[config.mk]
export PLATFORM = sky130hd
export DESIGN_NAME = burst_sequencer
export DESIGN_NICKNAME = d
export VERILOG_FILES = /design/src/rtl/burst_sequencer.sv
export SDC_FILE = /design/constraint.sdc
export NUM_CORES = 1
export LEC_CHECK = 0
export BUFFER_PORTS_ARGS = -buffer_cell sky130_fd_sc_hd__buf_2
export CAP_MARGIN = 0
export CORE_MARGIN = 10
export CORE_UTILIZATION = 40
export CTS_CLUSTER_SIZE = 12
export DETAILED_ROUTE_END_ITERATION = 10
export PLACE_DENSITY_LB_ADDON = 0.12
export SYNTH_ARGS = -nofsm -noshare
export SYNTH_HDL_FRONTEND = slang
export SYNTH_SLANG_ARGS = --single-unit
[constraint.sdc]
create_clock -name clk -period 3.5 [get_ports clk]
set_clock_uncertainty 0.2 [all_clocks]
set_input_delay 0.525 -clock clk [delete_from_list [all_inputs] [get_ports clk]]
set_output_delay 0.525 -clock clk [all_outputs]
set_load 0.05 [all_outputs]
[src/rtl/burst_sequencer.sv]
module burst_sequencer #(
  parameter int          LEN_W  = 8,
  parameter logic [15:0] WIN_LO = 16'h0800,
  parameter logic [15:0] WIN_HI = 16'h09FF
) (
  input  logic             clk,
  input  logic             rst_n,
  input  logic             req_valid,
  output logic             req_ready,
  input  logic             req_write,
  input  logic [15:0]      req_port,
  input  logic [LEN_W-1:0] req_len,
  input  logic [7:0]       req_csum,
  input  logic [7:0]       wr_data,
  input  logic             wr_valid,
  output logic             wr_ready,
  output logic [7:0]       rd_data,
  output logic             rd_valid,
  output logic             io_req,
  output logic             io_write,
  output logic [15:0]      io_addr,
  output logic [7:0]       io_wdata,
  input  logic [7:0]       io_rdata,
  input  logic             io_ack,
  output logic             done,
  output logic [7:0]       done_csum
);
  typedef enum logic [1:0] {S_IDLE, S_A0, S_A1, S_DAT} st_t;

  st_t              st;
  logic             wr_q, win_q, done_q;
  logic [15:0]      port_q;
  logic [LEN_W-1:0] left_q;
  logic [1:0]       lane_q;
  logic [7:0]       sum_q, dsum_q;

  wire [15:0] off    = port_q - WIN_LO;
  wire        accept = req_valid && req_ready;
  wire        in_win = (req_port >= WIN_LO) && (req_port <= WIN_HI);
  wire        xfer   = (st == S_DAT) && io_req && io_ack;
  wire [7:0]  beat   = wr_q ? wr_data : io_rdata;

  assign req_ready = (st == S_IDLE);
  assign io_req    = (st != S_IDLE) && ((st != S_DAT) || !wr_q || wr_valid);
  assign io_write  = (st != S_DAT) || wr_q;
  assign io_addr   = (st == S_A0) ? WIN_LO + 16'd2 :
                     (st == S_A1) ? WIN_LO + 16'd3 :
                     win_q        ? WIN_LO + 16'd4 + {14'd0, lane_q} : port_q;
  assign io_wdata  = (st == S_A0) ? {off[7:2], 2'b11} :
                     (st == S_A1) ? {1'b0, off[14:8]} : wr_data;
  assign wr_ready  = xfer && wr_q;
  assign rd_valid  = xfer && !wr_q;
  assign rd_data   = io_rdata;
  assign done      = done_q;
  assign done_csum = dsum_q;

  always_ff @(posedge clk or negedge rst_n) begin
    if (!rst_n) begin
      st <= S_IDLE; wr_q <= 1'b0; win_q <= 1'b0; done_q <= 1'b0;
      port_q <= '0; left_q <= '0; lane_q <= '0; sum_q <= '0; dsum_q <= '0;
    end else begin
      done_q <= 1'b0;
      case (st)
        S_IDLE: if (accept) begin
          wr_q   <= req_write;
          win_q  <= in_win;
          port_q <= req_port;
          left_q <= req_len;
          lane_q <= req_port[1:0];
          sum_q  <= req_csum;
          if (req_len == '0) begin
            done_q <= 1'b1;
            dsum_q <= req_csum;
          end else begin
            st <= in_win ? S_A0 : S_DAT;
          end
        end
        S_A0: if (io_ack) st <= S_A1;
        S_A1: if (io_ack) st <= S_DAT;
        S_DAT: if (xfer) begin
          sum_q  <= sum_q + beat;
          port_q <= port_q + 16'd1;
          lane_q <= lane_q + 2'd1;
          left_q <= left_q - 1'b1;
          if (left_q == LEN_W'(1)) begin
            st     <= S_IDLE;
            done_q <= 1'b1;
            dsum_q <= sum_q + beat;
          end
        end
        default: st <= S_IDLE;
      endcase
    end
  end


  win_addr_first_chk: assert property (@(posedge clk) disable iff (!rst_n)
    (accept && req_len != '0 && in_win) |=> (io_req && io_write && io_addr == WIN_LO + 16'd2));


  lane_wrap_chk: assert property (@(posedge clk) disable iff (!rst_n)
    (xfer && win_q && io_addr == WIN_LO + 16'd7 && left_q != LEN_W'(1)) |=> (io_addr == WIN_LO + 16'd4));


  zero_len_chk: assert property (@(posedge clk) disable iff (!rst_n)
    (accept && req_len == '0) |=> (done && !io_req && done_csum == $past(req_csum)));


  busy_not_ready_chk: assert property (@(posedge clk) disable iff (!rst_n)
    io_req |-> !req_ready);


  hold_until_ack_chk: assert property (@(posedge clk) disable iff (!rst_n)
    (io_req && !io_ack) |=> (!io_req || (io_addr == $past(io_addr) && io_write == $past(io_write))));
endmodule

==> results.cfg <==
[global_routing]
antenna_found_initial = 0
grt-ovfl-total = 0
grt_pass1_vias = 3359
grt_use_total_pct = 16.72
grt_max_degree = 87
grt_pass1_wl_um = 17620

[sta]
fin_crit_sh_pct = 89.80
hold_viol = 0
final.setup.tns_ps = 0
slew_viol_final = 0
slew-limit-headroom_pct = 24.46
finalSetupViolCount = 0
fmax_mhz = 318.2
worstMarginPinSlew_ps = 1124
layout_min_cycle_time_ps = 3143
rsz0062_at_grt = false

[place]
gp_congestion = 0.8651
port-buffer-count = 99
placed_area_mm2 = 0.004044
place_hpwl_um = 8567

[drt]
dr.pass1.iters = 5
vias = 3320
routedWlPerCell_um = 18.21
drt_iter0_drc = 173
ant_nets = 0
vias_per_cell = 5.497
drc_errors = 0
wirelength_um = 11000

[synthesis]
synthSimpleGateAreaFrac_pct = 20.37
yosysMostFrequentCell = dfrtp_1
synthAdderAreaFrac_pct = 6.636
synth_area_mm2 = 0.003507
yosys.cell_types.count = 60
ys_ff_latch = 47
avgSynthCellArea_um2 = 8.492
synth_common_cells = dfrtp_1 (47), a21oi_1 (44), nand2_1 (38), o21ai_0 (28), nor2_1 (26)
synth_edf_count = 0
synth_ff_type = dfrtp_1
ys_warn_count = 0
synth_top_area_share_pct = 33.54
synth_top_area_cell = dfrtp_1
yosysSeqAreaShare_pct = 33.54
post_synth_mux_area_share_pct = 8.955
synth_fp_nets = 485
postSynthCellCount = 413
synth_xor_area_share_pct = 1.748
synth_top_family_by_area = compound AO/OA/AOI/OAI gates
async_flop_share_pct = 100.0
synth_compound_area_share_pct = 22.05
synth.area.top_cells = dfrtp_1 (34%), a21oi_1 (6.3%), ha_1 (6.1%)

[clocking]
clk_path_buf_depth = 2
post_cts_resized = 0
cts.clk_slew.worst_paths_ps = 100
cts_tree = done
postCtsHoldBufs = 0
cts-root-buf = clkbuf_8
cts.sinks = 47
numCtsBuffers = 5
clk_latency_ps = 310
htreeDepth = 2
post-cts-setup-buffers = 0

[floorplan]
die_height_um = 113.6
row_count = 34
core_area_mm2 = 0.008636
start_util_pct = 40.61
dieArea_mm2 = 0.01291
die-width_um = 113.6
ios = 100

[setup_path]
cp_max_fo = 13
worstSetupStartpointType = register
critPathRequiredTime_ps = 2770
crit_path_end_kind = primary output
critPathKind = reg2out
crit_arrival_ps = 2420
ff2ff_path_depth = 9

[final_layout]
antenna_cells = 0
ff_latch_area_mm2 = 0.001176
num-nets-final = 567
postLayoutCellArea_mm2 = 0.004161
drive_gt1_share_pct = 26.81
multi_input_area_mm2 = 0.002098
syn_to_final_growth_pct = 18.66
fillers = 874

[flow_run]
max_cap_violations = 0

[status]
status = finished clean

[worst_hold_path]
hold_class = in2async
## cell usage in the layout (no fill, tap or decap), drive strengths merged, types with 2 or more instances in the layout
cell      n
clkbuf    6
nand2b    7
mux2i    19
nor2b     8
a21oi    45
and3      5
nor3      4
a21o      2
nor4      3
ha       17
a31oi     7
a211o     3
or3       3
dfrtp    47
xnor2     5
nand3    10
o21a      2
a211oi    2
o21ai    31
buf     108
o22a      6
nand4     5
nor3b     2
o211ai    2
a22o      2
o22ai    10
nand2    38
mux2     11
nor2     26
inv      19
a222oi    2
xor2      2
and2     16
a41oi     2
## per-stage QoR
stage	util [%]	std cells	hold slack, ps	worst slack (ps)
3_3_place_gp	46.83	596	266.6	703.3
4_1_cts	48.19	604	61.01	343.7
3_5_place_dp	46.83	596	277.5	563.2
6_report	48.19	604	45.75	357.0
2_1_floorplan	-	413	29.41	12.22
5_1_grt	48.19	604	77.01	86.30
## path summary, 6_finish.rpt
kind	start	end	slack (ps)
min in group clk	req_csum[6]	done_csum[6]$_DFFE_PN0P_	280
max in group asynchronous	rst_n	done_csum[4]$_DFFE_PN0P_	2310
worst min-delay path	rst_n	lane_q[1]$_DFFE_PN0P_	50
worst max-delay path	st[0]$_DFFE_PN0P_	io_addr[15]	360
worst max register to register	wr_q$_DFFE_PN0P_	sum_q[6]$_DFFE_PN0P_	640
worst min register to register	done_csum[2]$_DFFE_PN0P_	done_csum[2]$_DFFE_PN0P_	290
## critical path, cell delays in order, from the launching register on
cell	delay, ps
dfrtp_1	390
inv_1	100
ha_1	220
nor3_1	910
and2_1	240
buf_2	260
## flip-flops by register name, indices dropped and copies added (netlist names)
signal and count:
port_q 16, lane_q 2, win_q 1, done 1
st 2, left_q 8, sum_q 8, wr_q 1
done_csum 8
## cell type report
cell class	instances	area share [%]
multi-input cells	314	50.42
flip-flops and latches	47	28.26
repair buffers	108	13.53
well taps	108	3.247
clock buffers	6	1.984
inverters	19	1.714
clock inverters	2	0.8419
## metal layers
metal | vias to the layer above | track usage (%) | wire [um]
met3 | 7 | 4.199 | 742
met1 | 1574 | 21.60 | 4933
met5 | - | 0 | 0
li1 | 1638 | - | -
met4 | 0 | 3.130 | 93
met2 | 101 | 27.68 | 5229
## kinds of logic (layout without fill, tap and decap cells)
kind of cell,count (synthesis),in the layout
flip-flops,47,47
XOR/XNOR,7,7
multiplexers,30,30
buffers and inverters,52,135
AO/OA/AOI/OAI,124,124
AND/OR/NAND/NOR,135,135
adder cells (fa/ha/maj),18,18
Power is not shown: default switching activity piles up to over one toggle a cycle in this logic, so the estimate is an artifact.
